<file path="src/rtl/mgmt_pkg.sv">
package mgmt_pkg;

    localparam int DATA_W = 16;
    localparam int RSEL_W = 4;
    localparam int NREG   = 1 << RSEL_W;
    localparam int IMM_W  = 16;
    localparam int INSN_W = 3 + 3 * RSEL_W + 2 + IMM_W;

    typedef enum logic [2:0] {
        K_NOP  = 3'd0,
        K_SET  = 3'd1,
        K_ADD  = 3'd2,
        K_ADDI = 3'd3,
        K_JMP  = 3'd4,
        K_BR   = 3'd5,
        K_OUT  = 3'd6,
        K_DIV  = 3'd7
    } kind_e;

    typedef enum logic [1:0] {
        C_LT    = 2'd0,
        C_GT    = 2'd1,
        C_EQ    = 2'd2,
        C_NEVER = 2'd3
    } cmp_e;

    typedef struct packed {
        kind_e              kind;
        logic [RSEL_W-1:0]  dest;
        logic [RSEL_W-1:0]  opa;
        logic [RSEL_W-1:0]  opb;
        cmp_e               cmp;
        logic [IMM_W-1:0]   imm;
    } insn_t;

    typedef enum logic [2:0] {
        S_FETCH,
        S_DECODE,
        S_EXEC,
        S_DIVW,
        S_WB
    } phase_e;

    function automatic logic cmp_holds(cmp_e c, logic [DATA_W-1:0] a, logic [DATA_W-1:0] b);
        case (c)
            C_LT:    return a < b;
            C_GT:    return a > b;
            C_EQ:    return a == b;
            default: return 1'b0;
        endcase
    endfunction

endpackage

</file>
<file path="src/rtl/mgmt_regfile.sv">
module mgmt_regfile
    import mgmt_pkg::*;
(
    input  logic              clk,
    input  logic              rst,
    input  logic              we,
    input  logic [RSEL_W-1:0] waddr,
    input  logic [DATA_W-1:0] wdata,
    input  logic [RSEL_W-1:0] raddr_a,
    input  logic [RSEL_W-1:0] raddr_b,
    output logic [DATA_W-1:0] rdata_a,
    output logic [DATA_W-1:0] rdata_b
);

    logic [DATA_W-1:0] regs [NREG];

    for (genvar i = 0; i < NREG; i++) begin : g_reg
        always_ff @(posedge clk) begin
            if (rst) begin
                regs[i] <= '0;
            end else if (we && waddr == RSEL_W'(i)) begin
                regs[i] <= wdata;
            end
        end
    end

    assign rdata_a = regs[raddr_a];
    assign rdata_b = regs[raddr_b];

endmodule

</file>
<file path="src/rtl/mgmt_serial_div.sv">
module mgmt_serial_div #(
    parameter int W = 16
) (
    input  logic         clk,
    input  logic         rst,
    input  logic         start,
    input  logic [W-1:0] dividend,
    input  logic [W-1:0] divisor,
    output logic         busy,
    output logic         done,
    output logic [W-1:0] quotient
);

    localparam int CW = $clog2(W + 1);

    logic [W-1:0]  rem_q;
    logic [W-1:0]  quo_q;
    logic [W-1:0]  den_q;
    logic [CW-1:0] cnt_q;
    logic [W:0]    shifted;
    logic          fits;
    logic [W-1:0]  rem_nx;

    // restoring step: divisor 0 always fits, so every quotient bit becomes 1
    always_comb begin
        shifted = {rem_q, quo_q[W-1]};
        fits    = shifted >= {1'b0, den_q};
        rem_nx  = fits ? W'(shifted - {1'b0, den_q}) : W'(shifted);
    end

    always_ff @(posedge clk) begin
        if (rst) begin
            rem_q <= '0;
            quo_q <= '0;
            den_q <= '0;
            cnt_q <= '0;
            busy  <= 1'b0;
            done  <= 1'b0;
        end else begin
            done <= 1'b0;
            if (start) begin
                rem_q <= '0;
                quo_q <= dividend;
                den_q <= divisor;
                cnt_q <= '0;
                busy  <= 1'b1;
            end else if (busy) begin
                rem_q <= rem_nx;
                quo_q <= {quo_q[W-2:0], fits};
                cnt_q <= cnt_q + 1'b1;
                if (cnt_q == CW'(W - 1)) begin
                    busy <= 1'b0;
                    done <= 1'b1;
                end
            end
        end
    end

    assign quotient = quo_q;

endmodule

</file>
<file path="src/rtl/mgmt_exec.sv">
module mgmt_exec
    import mgmt_pkg::*;
#(
    parameter int PC_W = 8
) (
    input  kind_e             kind,
    input  cmp_e              cmp,
    input  logic [IMM_W-1:0]  imm,
    input  logic [DATA_W-1:0] a,
    input  logic [DATA_W-1:0] b,
    input  logic [PC_W-1:0]   pc,
    output logic [DATA_W-1:0] result,
    output logic              wr,
    output logic              is_out,
    output logic              is_div,
    output logic [PC_W-1:0]   next_pc
);

    logic taken;

    always_comb begin
        result = '0;
        wr     = 1'b0;
        is_out = 1'b0;
        is_div = 1'b0;
        taken  = 1'b0;
        case (kind)
            K_SET:  begin result = imm;     wr = 1'b1; end
            K_ADD:  begin result = a + b;   wr = 1'b1; end
            K_ADDI: begin result = a + imm; wr = 1'b1; end
            K_JMP:  taken = 1'b1;
            K_BR:   taken = cmp_holds(cmp, a, b);
            K_OUT:  begin result = a;       is_out = 1'b1; end
            K_DIV:  begin is_div = 1'b1;    wr = 1'b1; end
            default: ;
        endcase
        // two's complement truncation keeps negative offsets correct
        next_pc = taken ? pc + imm[PC_W-1:0] : pc + 1'b1;
    end

endmodule

</file>
<file path="src/rtl/mgmt_core.sv">
module mgmt_core
    import mgmt_pkg::*;
#(
    parameter int PC_W = 8
) (
    input  logic                        clk,
    input  logic                        rst,
    output logic [PC_W-1:0]             imem_addr,
    input  logic [mgmt_pkg::INSN_W-1:0] imem_rdata,
    output logic                        out_valid,
    output logic [mgmt_pkg::DATA_W-1:0] out_data
);

    phase_e            phase;
    logic [PC_W-1:0]   pc;
    insn_t             ir;
    logic [DATA_W-1:0] res_q;
    logic              wr_q;
    logic              out_q;
    logic [PC_W-1:0]   npc_q;

    logic [DATA_W-1:0] rd_a;
    logic [DATA_W-1:0] rd_b;
    logic [DATA_W-1:0] ex_result;
    logic              ex_wr;
    logic              ex_out;
    logic              ex_div;
    logic [PC_W-1:0]   ex_npc;
    logic              rf_we;
    logic              div_start;
    logic              div_busy;
    logic              div_done;
    logic [DATA_W-1:0] div_quo;

    assign imem_addr = pc;
    assign rf_we     = (phase == S_WB) && wr_q;
    assign div_start = (phase == S_EXEC) && ex_div;

    mgmt_regfile u_rf (
        .clk     (clk),
        .rst     (rst),
        .we      (rf_we),
        .waddr   (ir.dest),
        .wdata   (res_q),
        .raddr_a (ir.opa),
        .raddr_b (ir.opb),
        .rdata_a (rd_a),
        .rdata_b (rd_b)
    );

    mgmt_exec #(.PC_W(PC_W)) u_exec (
        .kind    (ir.kind),
        .cmp     (ir.cmp),
        .imm     (ir.imm),
        .a       (rd_a),
        .b       (rd_b),
        .pc      (pc),
        .result  (ex_result),
        .wr      (ex_wr),
        .is_out  (ex_out),
        .is_div  (ex_div),
        .next_pc (ex_npc)
    );

    mgmt_serial_div #(.W(DATA_W)) u_div (
        .clk      (clk),
        .rst      (rst),
        .start    (div_start),
        .dividend (rd_a),
        .divisor  (rd_b),
        .busy     (div_busy),
        .done     (div_done),
        .quotient (div_quo)
    );

    always_ff @(posedge clk) begin
        if (rst) begin
            phase     <= S_FETCH;
            pc        <= '0;
            ir        <= '0;
            res_q     <= '0;
            wr_q      <= 1'b0;
            out_q     <= 1'b0;
            npc_q     <= '0;
            out_valid <= 1'b0;
            out_data  <= '0;
        end else begin
            out_valid <= 1'b0;
            case (phase)
                S_FETCH: phase <= S_DECODE;
                S_DECODE: begin
                    ir    <= insn_t'(imem_rdata);
                    phase <= S_EXEC;
                end
                S_EXEC: begin
                    res_q <= ex_result;
                    wr_q  <= ex_wr;
                    out_q <= ex_out;
                    npc_q <= ex_npc;
                    phase <= ex_div ? S_DIVW : S_WB;
                end
                S_DIVW: begin
                    if (div_done) begin
                        res_q <= div_quo;
                        phase <= S_WB;
                    end
                end
                S_WB: begin
                    pc <= npc_q;
                    if (out_q) begin
                        out_valid <= 1'b1;
                        out_data  <= res_q;
                    end
                    phase <= S_FETCH;
                end
                default: phase <= S_FETCH;
            endcase
        end
    end

endmodule

</file>
<file path="config.mk">
export PLATFORM = sky130hd
export DESIGN_NAME = mgmt_core
export DESIGN_NICKNAME = d
export VERILOG_FILES = /design/src/rtl/mgmt_pkg.sv /design/src/rtl/mgmt_regfile.sv /design/src/rtl/mgmt_serial_div.sv /design/src/rtl/mgmt_exec.sv /design/src/rtl/mgmt_core.sv
export SDC_FILE = /design/constraint.sdc
export NUM_CORES = 1
export LEC_CHECK = 0
export BUFFER_PORTS_ARGS = -buffer_cell sky130_fd_sc_hd__buf_2
export CAP_MARGIN = 20
export CORE_AREA = 4 4 224 226
export CTS_CLUSTER_DIAMETER = 50
export CTS_CLUSTER_SIZE = 28
export DETAILED_ROUTE_END_ITERATION = 8
export DIE_AREA = 0 0 228 230
export GPL_TIMING_DRIVEN = 0
export PLACE_DENSITY = 0.69
export SYNTH_ARGS = -nofsm -noshare
export SYNTH_HDL_FRONTEND = slang
export SYNTH_SLANG_ARGS = --single-unit
</file>
<file path="constraint.sdc">
create_clock -name clk -period 11.25 [get_ports clk]
set_input_delay 0.5625 -clock clk [delete_from_list [all_inputs] [get_ports clk]]
set_output_delay 0.5625 -clock clk [all_outputs]
set_load 0.01 [all_outputs]
</file>
==> reports/results.ini, run 1 <==
[outcome]
status=complete, no violations

[synth]
yosys-top-cells-count=and2_1, edfxtp_1, nand2_1
async_reset_ff_frac=0
synth_most_common_cell=and2_1
syn_area_mm2=0.0216
syn_avg_cell_area_um2=11.9
synthCells=1814
synth_top_area_frac=0.356
synthFlopType=edfxtp_1
syn-num-nets=1908
ys_seq_area_frac=0.496
netlist_top_cells_area=edfxtp_1, mux4_2, dfxtp_1
synth_edf_count=256
synth_top_cell_by_area=edfxtp_1
ys_seq_elements=406
post_synth_num_cell_types=57
yosysWarningCount=0

[timing]
maxSlewViolCount=0
rsz0062_at_grt=no
tns_ns=0
hold_viol=0
worst_slew_pin_slew_ns=1.04
relSlewSlack=0.309
layout_min_cycle_time_ns=6.96
setup-violations-final=0
fmax_ghz=0.144
post-route-period-util=0.618
hold-worst-slack_ns=0.219
finClkSkew_ns=0.0258

[setup_path]
crit_path_end_kind=register
start_kind=register
worstSetupEndpoint=npc_q[7]
rr_worst_depth=22
worstSetupPathType=register to register
path_cells=buf_2 > clkbuf_1 > clkbuf_1 > mux4_2 > mux4_2 > ha_1 > a211oi_1 > o21ai_0 > o211ai_1 > a41oi_1 > o41ai_2 > nand2_1 > inv_1 > ha_1 > a21oi_1 > inv_1 > nand2_1 > a21oi_1 > o41ai_1 > xor2_1 > nand3_1 > a311oi_1
critical_path.slowest_cell=o41ai_2
crit_required_ns=11.72
slowest_delay_ns=0.79
regToRegEndpoint=npc_q[7]
regToRegSetupSlack_ns=4.29
crit_arrival_ns=7.43
cp_max_fo=10

[layout]
antenna_cells=0
final_area_mm2=0.0243
nets=2022
final_layout_size_suffix_gt1_frac=0.182
final_cells=2580
syn_to_final_growth_pct=12.7

[clock_network]
cts_root_buf=clkbuf_16
postCtsResizedCells=0
post_cts_buffers=0
clock_path_buffers=3
clock_sinks=406
clock_latency_ns=0.57
cts_hold_buffers=0
cts_tree=built
cts_buffers=39
cts.reportedPaths.clkPinSlew_ns=0.07
h-tree-depth=2

[floorplan]
core_area_mm2=0.0483
ios=60
die_w_um=228
row_count=81
initial_core_util=0.446
die_h_um=230
die-area_mm2=0.0524

[power_and_ir_drop]
leakage_uw=0.00863
ir_worst_vdd_uv=102
power_density_mw_per_mm2=155
post-layout-total-power_uw=3760

[routing]
wirelength_mm=65.7
dr.pass1.iters=6
first_iter_violations=1994
post_drt_wl_per_cell_um=25.5
routed-via-count=15900
ant_nets=0
drc=0
via_per_inst=6.16

[min_path]
worst_hold_path_type=primary input to register

[placement]
hpwl_mm=48.5
dp.cells=2509
gp_congestion=0.992
placed_area_mm2=0.0230
portBuffers=58

[grt]
grt_overflow_total=0
grt_start_max_net_pins=21
grt_pass1_vias=16000
grt_usage=0.247
grt_pass1_wl_mm=98.2
antenna_found_initial=0

[flow_run]
cap_violations=0

==> layout by cell type (no fill, tap or decap), types with 42 or more instances in the layout <==
cell         n
dfxtp_1    150
clkbuf_1   108
o21ai_0     44
edfxtp_1   256
clkbuf_16   42
a21oi_1    126
nor2_1     100
and2_1     264
nand2_1    185
inv_1       42
mux4_2     159
ha_1        56
buf_2       73
==> metrics by stage <==
| step | worst slack (ns) | util |
|---|---|---|
| detailed placement | 4.31 | 0.475 |
| CTS | 4.30 | 0.503 |
| global placement | 4.44 | 0.468 |
| global route | 3.92 | 0.503 |
| finish | 4.29 | 0.503 |
| floorplan | 6.16 | - |
==> state kept, by name, summed over array words and instances (netlist names), named ones only <==
| signal | cells |
|---|---|
| u_rf.regs | 256 |
| ir | 33 |
| out_data | 16 |
| res_q | 16 |
| u_div.den_q | 16 |
| u_div.quotient | 16 |
| u_div.rem_q | 16 |
| imem_addr | 8 |
| npc_q | 8 |
| u_div.cnt_q | 5 |
| phase | 3 |
| out_q | 1 |
| out_valid | 1 |
| u_div.busy | 1 |
| u_div.done | 1 |
| wr_q | 1 |
==> worst min path at each step <==
stage / cells past startpoint / from / to
2_1_floorplan: 2 / npc_q[2] / npc_q[2]
3_3_place_gp: 2 / npc_q[2] / npc_q[2]
3_5_place_dp: 2 / npc_q[3] / npc_q[3]
4_1_cts: 3 / imem_rdata[1] / ir[1]
5_1_grt: 3 / imem_rdata[1] / ir[1]
6_report: 3 / imem_rdata[1] / ir[1]
==> worst max-delay path, delay by kind of cell, from the launching register on <==
family / cells / cell delay, ns
fa+ha+maj: 2 / 0.57
mux: 2 / 1.12
xor+xnor: 1 / 0.25
flops: 1 / 0.37
compound gates: 9 / 2.34
buf+inv: 5 / 1.82
simple gates: 3 / 0.38
==> layout make-up <==
type | count | area (um^2)
buffer | 127 | 518
clock buffer | 43 | 1050
clock inverter | 28 | 279
fill | 4199 | 24000
inverter | 43 | 161
multi-input combinational | 1238 | 10300
sequential | 406 | 10700
tap | 622 | 778
timing repair buffer | 73 | 528
==> routing by layer <==
metal	wire [um]	GRT usage
met1	25000	0.315
met5	0	0
met4	3870	0.130
met3	5950	0.0523
met2	30900	0.400
==> logic make-up after synthesis <==
group | Yosys count | synth area share
buf+inv | 170 | 0.0315
xor+xnor | 30 | 0.0122
mux | 205 | 0.188
fa+ha+maj | 59 | 0.0353
simple gates | 655 | 0.156
compound gates | 289 | 0.0814
flops | 406 | 0.496
==> report_power, final <==
part,total (uW),switching (uW),internal (uW)
clock network,1380,646,732
registers,1690,60.6,1630
logic,692,422,270
total,3760,1130,2630
No activity file was read; power rests on OpenSTA's default activity.
==> inputs of run 2 (changes only) <==
--- a/config.mk
+++ b/config.mk
@@ -13,7 +13,7 @@
 export DETAILED_ROUTE_END_ITERATION = 8
 export DIE_AREA = 0 0 228 230
 export GPL_TIMING_DRIVEN = 0
-export PLACE_DENSITY = 0.69
+export PLACE_DENSITY = 0.72
 export SYNTH_ARGS = -nofsm -noshare
 export SYNTH_HDL_FRONTEND = slang
 export SYNTH_SLANG_ARGS = --single-unit
==> constraint.sdc (replaced) <==
create_clock -name clk -period 6.4 [get_ports clk]
set_input_delay 0.32 -clock clk [delete_from_list [all_inputs] [get_ports clk]]
set_output_delay 0.32 -clock clk [all_outputs]
set_load 0.01 [all_outputs]
==> run 2 against run 1 <==
Register-to-register slack worse by 3.8 ns. Critical path depth unchanged. Global-route usage up 0.39 points. Sequential power up 76%. Highest routed layer unchanged.
==> reports/results.ini, run 2 (synthesis gave the netlist of run 1 again) <==
[outcome]
status=complete, no violations

[setup_path]
slowest_delay_ns=0.63  ; -0.16 ns
cp.buffers_inverters=5  ; unchanged
critical_path.slowest_cell=mux4_2
crit_path_end_kind=register
crit_required_ns=6.87  ; -4.85 ns
crit_arrival_ns=6.37  ; -1.06 ns
start_kind=register
cp_top_family=compound AO/OA/AOI/OAI gates
path_cells=clkbuf_1 > clkbuf_2 > mux4_2 > mux4_2 > inv_1 > ha_1 > a211oi_1 > nor2_1 > o21ai_0 > a41oi_2 > o41ai_4 > nand2_1 > inv_1 > ha_1 > a21oi_1 > inv_1 > nand2_1 > a21oi_1 > o41ai_2 > xor2_1 > nand3_1 > a311oi_1
cp_max_fo=10  ; unchanged
worstSetupPathType=register to register
cp_common_cell=inv_1

[power_and_ir_drop]
p_int_uw=4710  ; +79%
power_density_mw_per_mm2=273  ; +76%
p_clk_frac=0.371  ; +0.005
power.share.switching=0.297  ; -0.00318
post-layout-total-power_uw=6700  ; +78%
power_frac_comb=0.184  ; about the same
netSwitchingPower_uw=1990  ; +76%
pwr-share-seq=0.445  ; -0.005
ir_worst_vdd_uv=265  ; +160%
leakage_uw=0.00874  ; +1.3%

[timing]
maxSlewViolCount=0  ; unchanged
fmax_ghz=0.170  ; +18%
final.setup.worst_slack_ns=0.505  ; -3.79 ns
relSlewSlack=0.371  ; +0.0624
tns_ns=0  ; unchanged
worst_slew_pin_slew_ns=0.943  ; -0.0936 ns
rsz0062_at_grt=no
hold_viol=0  ; unchanged
setup-violations-final=0  ; unchanged
hold-worst-slack_ns=0.0118  ; -0.207 ns
post-route-period-util=0.921  ; +0.303
finClkSkew_ns=0.0223  ; -0.00355 ns
layout_min_cycle_time_ns=5.89  ; -1.06 ns

[routing]
via_per_inst=6.15  ; -0.16%
routed-via-count=16000  ; +0.38%
first_iter_violations=1903  ; -4.6%
wirelength_mm=67.0  ; +2.0%
dr.pass1.iters=6  ; unchanged
post_drt_wl_per_cell_um=25.8  ; +1.4%
drc=0  ; unchanged
ant_nets=0  ; unchanged

[grt]
grt_start_max_net_pins=20  ; -4.8%
gr-usage-met2=0.408  ; +0.00798
antenna_found_initial=2  ; +2
grt_usage=0.251  ; +0.00395
grt_pass1_vias=16000  ; +0.14%
top_usage_layer=met2
grt_use_met3=0.0680  ; +0.0157
met1_usage=0.314  ; -0.00109
grt_pass1_wl_mm=99.5  ; +1.3%
grt_overflow_total=0  ; unchanged

[layout]
largestRegisters=u_rf.regs x256, ir x33
nFillCells=4126  ; -1.7%
fin_util=0.507  ; +0.00422
final_cell_mix=and2_1, edfxtp_1, nand2_1
final_common_cell=and2_1
antenna_cells=0  ; unchanged
final_layout_size_suffix_gt1_frac=0.190  ; +0.00733
syn_to_final_growth_pct=13.7
largest_register=u_rf.regs
nets=2037  ; +0.74%
largest_register_ffs=256  ; unchanged

[placement]
post-place-ws_ns=-0.307  ; -4.62 ns
gp_congestion=0.964  ; -2.8%
portBuffers=58  ; unchanged
hpwl_mm=48.9  ; +0.91%

[flow_run]
cap_violations=0  ; unchanged

[floorplan]
die-area_mm2=0.0524  ; unchanged
die_h_um=230  ; unchanged
core_area_mm2=0.0483  ; unchanged
ios=60  ; unchanged
initial_core_util=0.446  ; unchanged
die_w_um=228  ; unchanged
row_count=81  ; unchanged

[min_path]
worst_hold_path_type=primary input to register
holdCritStartpoint=imem_rdata[22]

[clock_network]
cts_buffers=38  ; -2.6%
clock_sinks=406  ; unchanged
clock_path_buffers=3  ; unchanged
cts_tree=built
h-tree-depth=2  ; unchanged
cts_root_buf=clkbuf_16
clock_latency_ns=0.56  ; about the same
cts.reportedPaths.clkPinSlew_ns=0.07  ; about the same

run 2: layout make-up:
type / instances / area [um^2] / share of cell area
Sequential cell: 406 / 10700 / 0.436
Multi-Input combinational cell: 1238 / 10300 / 0.421
Clock buffer: 44 / 1030 / 0.0419
Tap cell: 622 / 778 / 0.0317
Timing Repair Buffer: 90 / 674 / 0.0275
Buffer: 126 / 538 / 0.0219
Clock inverter: 25 / 315 / 0.0129
Inverter: 43 / 161 / 0.00658
run 2: power groups by stage:
stage	clock network (uW)	registers, uW	logic (uW)
3_5_place_dp	0	3030	1190
6_report	2480	2980	1230
5_1_grt	2610	2990	1310
2_1_floorplan	0	2980	793
4_1_cts	2490	2970	1200
3_3_place_gp	0	3030	1140
run 2: worst reg2reg max path, cell delays in order, from the launching register on:
cell and delay, ns:
dfxtp_1 0.37, clkbuf_1 0.51, clkbuf_2 0.51, mux4_2 0.43
mux4_2 0.63, inv_1 0.11, ha_1 0.25, a211oi_1 0.26
nor2_1 0.07, o21ai_0 0.19, a41oi_2 0.21, o41ai_4 0.52
nand2_1 0.21, inv_1 0.09, ha_1 0.22, a21oi_1 0.14
inv_1 0.06, nand2_1 0.06, a21oi_1 0.09, o41ai_2 0.30
xor2_1 0.22, nand3_1 0.09, a311oi_1 0.26
run 2: worst paths after layout:
| kind | end | slack (ns) | cells after the start |
|---|---|---|---|
| max | npc_q[7] | 0.51 | 22 |
| min | register | 0.01 | 3 |
| max reg2reg | npc_q[7] | 0.51 | 22 |
| min reg2reg | npc_q[2] | 0.45 | 2 |
run 2: metal layers:
metal	vias up	share of wire
met3	234	0.11
li1	6958	-
met2	988	0.47
met5	-	0
met4	0	0.059
met1	7786	0.36
run 2: per-stage QoR:
stage,instance area (um^2),cells
4_1_cts,24400,2591
3_3_place_gp,22600,2494
3_5_place_dp,23000,2510
6_report,24500,2594
2_1_floorplan,21600,1814
5_1_grt,24500,2594
run 2: what timing repair did:
item / in CTS / in global routing
setup endpoints to repair: 2 / 3
gates resized for setup: 3 / 33
endpoints found under the hold margin: 12 / 0
pin swaps: 0 / 1
setup buffers: 0 / 0
hold buffers: 12 / 0
==> inputs of run 3 (changes only) <==
--- a/config.mk
+++ b/config.mk
@@ -7,13 +7,14 @@
 export LEC_CHECK = 0
 export BUFFER_PORTS_ARGS = -buffer_cell sky130_fd_sc_hd__buf_2
 export CAP_MARGIN = 20
-export CORE_AREA = 4 4 224 226
+export CORE_AREA = 4 4 227 229
 export CTS_CLUSTER_DIAMETER = 50
 export CTS_CLUSTER_SIZE = 28
 export DETAILED_ROUTE_END_ITERATION = 8
-export DIE_AREA = 0 0 228 230
+export DIE_AREA = 0 0 231 233
 export GPL_TIMING_DRIVEN = 0
-export PLACE_DENSITY = 0.72
+export PLACE_DENSITY = 0.69
 export SYNTH_ARGS = -nofsm -noshare
 export SYNTH_HDL_FRONTEND = slang
+export SYNTH_HIERARCHICAL = 1
 export SYNTH_SLANG_ARGS = --single-unit
==> constraint.sdc (replaced) <==
create_clock -name clk -period 6.25 [get_ports clk]
set_input_delay 0.3125 -clock clk [delete_from_list [all_inputs] [get_ports clk]]
set_output_delay 0.3125 -clock clk [all_outputs]
set_load 0.01 [all_outputs]
==> run 3 against run 2 <==
Core utilization fell by 0.19 points. Critical path depth fell by 1. Sequential share of layout area fell by 1.6 points. Design area rose by 2.3%. Fmax fell by 0.68%. Sequential cell count fell by 8. Critical path type unchanged. Largest cell class is now multi-input gates.
==> reports/results.ini, run 3 <==
[floorplan]
die_h_um=233  ; +1.3%
die_w_um=231  ; +1.3%
initial_core_util=0.446  ; -0.000552
ios=60  ; unchanged
die-area_mm2=0.0538  ; +2.6%
row_count=82  ; +1.2%
core_area_mm2=0.0497  ; +2.7%

[timing]
setup-violations-final=0  ; unchanged
worst_slew_pin_slew_ns=1.07  ; +0.125 ns
tns_ns=0  ; unchanged
rsz0062_at_grt=no
finClkSkew_ns=0.0450  ; +0.0227 ns
hold_viol=0  ; unchanged
post-route-period-util=0.950  ; +0.0286
relSlewSlack=0.288  ; -0.0835
fmax_ghz=0.168  ; -0.68%
layout_min_cycle_time_ns=5.94  ; +0.0405 ns
maxSlewViolCount=0  ; unchanged

[layout]
largestRegisters=u_rf/regs x256, ir x33
largest_register_ffs=256  ; unchanged
syn_to_final_growth_pct=13.4
final_layout_size_suffix_gt1_frac=0.191  ; +0.00119
final_common_cell=and2_1
nets=2139  ; +5.0%
nFillCells=4392  ; +6.4%
final_cell_mix=and2_1, edfxtp_1, nand2_1
largest_register=u_rf/regs
final_area_mm2=0.0251  ; +2.3%

[power_and_ir_drop]
power_density_mw_per_mm2=260  ; -4.8%
leakage_uw=0.00915  ; +4.6%
ir_worst_vdd_uv=220  ; -17%

[outcome]
status=complete, no violations

[synth]
synth_edf_count=256  ; unchanged
syn_avg_cell_area_um2=11.6  ; -2.6%
yosysWarningCount=6  ; +6
netlist_top_cells_area=edfxtp_1, mux4_2, dfxtp_1
synth_top_cell_by_area=edfxtp_1
syn_area_mm2=0.0221  ; +2.6%
post_synth_num_cell_types=79  ; +39%
ys_seq_area_frac=0.476  ; -0.0198
async_reset_ff_frac=0  ; unchanged
synth_top_area_frac=0.347  ; -0.00901
synth_most_common_cell=and2_1
syn-num-nets=2004  ; +5.0%
ys_seq_elements=398  ; -2.0%
synthCells=1910  ; +5.3%
synthFlopType=edfxtp_1
yosys-top-cells-count=and2_1, edfxtp_1, nand2_1

[setup_path]
regToRegSetupSlack_ns=0.31  ; -0.19 ns
worstSetupEndpoint=npc_q[7]
cp_max_fo=10  ; unchanged
start_kind=register
regToRegEndpoint=npc_q[7]
crit_start=ir[23]
crit_path_end_kind=register
crit_required_ns=6.67  ; -0.20 ns
crit_arrival_ns=6.36  ; about the same
worstSetupPathType=register to register
regToRegStartpoint=ir[23]
rr_worst_depth=21  ; -4.5%

[flow_run]
cap_violations=0  ; unchanged

[routing]
via_per_inst=5.89  ; -4.4%
first_iter_violations=1850  ; -2.8%
post_drt_wl_per_cell_um=23.4  ; -9.4%
wirelength_mm=64.3  ; -4.0%
dr.pass1.iters=7  ; +1
ant_nets=0  ; unchanged
routed-via-count=16200  ; +1.4%
drc=0  ; unchanged

[clock_network]
cts_root_buf=clkbuf_16
clock_sinks=398  ; -2.0%
clock_path_buffers=3  ; unchanged
cts.reportedPaths.clkPinSlew_ns=0.07  ; about the same
cts_tree=built
clock_latency_ns=0.57  ; about the same
cts_buffers=38  ; unchanged
h-tree-depth=2  ; unchanged
post_cts_buffers=0  ; unchanged

[grt]
grt_pass1_vias=16100  ; +0.69%
grt_overflow_total=0  ; unchanged
grt_start_max_net_pins=21  ; +5.0%
antenna_found_initial=1  ; -1
grt_usage=0.234  ; -0.0170
grt_pass1_wl_mm=96.2  ; -3.3%

[placement]
hpwl_mm=47.4  ; -3.2%
portBuffers=59  ; +1.7%
placed_area_mm2=0.0235  ; +2.4%
gp_congestion=0.901  ; -6.6%

[min_path]
worst_hold_path_type=primary input to register
hold_path_depth=3  ; unchanged

-- run 3: repair_timing --
item | in CTS | in global routing
gates resized for setup | 0 | 7
endpoints found under the hold margin | 23 | 0
setup endpoints to repair | 0 | 2
hold buffers | 23 | 0
-- run 3: routing by layer --
layer  up-vias  wire length, um  GRT usage
met1      8063            25700      0.315
met4         0             2130     0.0725
met3       129             5750     0.0469
met5         -                0          0
met2       680            30800      0.386
li1       7310                -          -
-- run 3: through the flow --
stage          setup WS, ns  hold WS [ns]  total power [uW]  cells  utilization
5_1_grt              0.0156        0.0113              6750   2747        0.505
2_1_floorplan          1.61         0.435              3720   1910            -
6_report              0.315        0.0168              6520   2749        0.505
3_5_place_dp          0.340         0.445              4100   2654        0.474
4_1_cts               0.290       0.00119              6530   2747        0.505
3_3_place_gp          0.474         0.444              4050   2641        0.468
-- run 3: area by class of cell --
class	count	area [um^2]	share of cell area
Multi-Input combinational cell	1318	10700	0.428
Sequential cell	398	10500	0.420
Clock buffer	41	1000	0.0401
Tap cell	672	841	0.0335
Buffer	141	727	0.0290
Timing Repair Buffer	95	717	0.0286
Clock inverter	29	318	0.0127
Inverter	53	199	0.00793
Antenna cell	2	5.00	0.000200
-- run 3: logic make-up (layout without fill, tap and decap cells) --
group / count (synthesis) / count (layout) / share of synthesized area
AOI/OAI and AO/OA: 359 / 359 / 0.108
xor gates and xnor gates: 28 / 28 / 0.0111
adders and majority gates: 59 / 59 / 0.0344
buffers and inverters: 194 / 359 / 0.0414
DFF: 398 / 398 / 0.476
muxes: 216 / 216 / 0.171
other: 0 / 2 / 0
and+or+nand+nor: 656 / 656 / 0.158
-- run 3: how the worst min path moves through the flow --
stage	from	end	slack (ns)
global placement	out_data[9]	out_data[9]	0.44
floorplan	ir[19]	ir[19]	0.44
CTS	imem_rdata[6]	ir[6]	0.001
global route	imem_rdata[6]	ir[6]	0.01
finish	imem_rdata[16]	ir[16]	0.02
detailed placement	out_data[6]	out_data[6]	0.45
-- run 3: report_power, final --
part	total (uW)	internal, uW	leakage (uW)	switching, uW
sequential	2960	2870	0.00379	87.6
combinational	1120	441	0.00471	683
clock	2440	1280	0.000646	1160
-- run 3: worst max-delay path: stages (launching register included) --
cell       delay, ns
dfxtp_1         0.34
clkbuf_2        0.33
clkbuf_2        0.41
mux4_2          0.37
a22oi_1         0.43
nand2_1         0.36
ha_1            0.43
o21ai_0         0.07
a2111oi_0       0.38
o21ai_1         0.16
a2111o_1        0.43
nand3_2         0.20
and3_1          0.24
ha_1            0.24
a21o_1          0.18
a21oi_1         0.23
o21ai_1         0.13
o41ai_1         0.38
xnor2_1         0.15
xnor2_1         0.14
mux2i_1         0.14
nor2_1          0.05
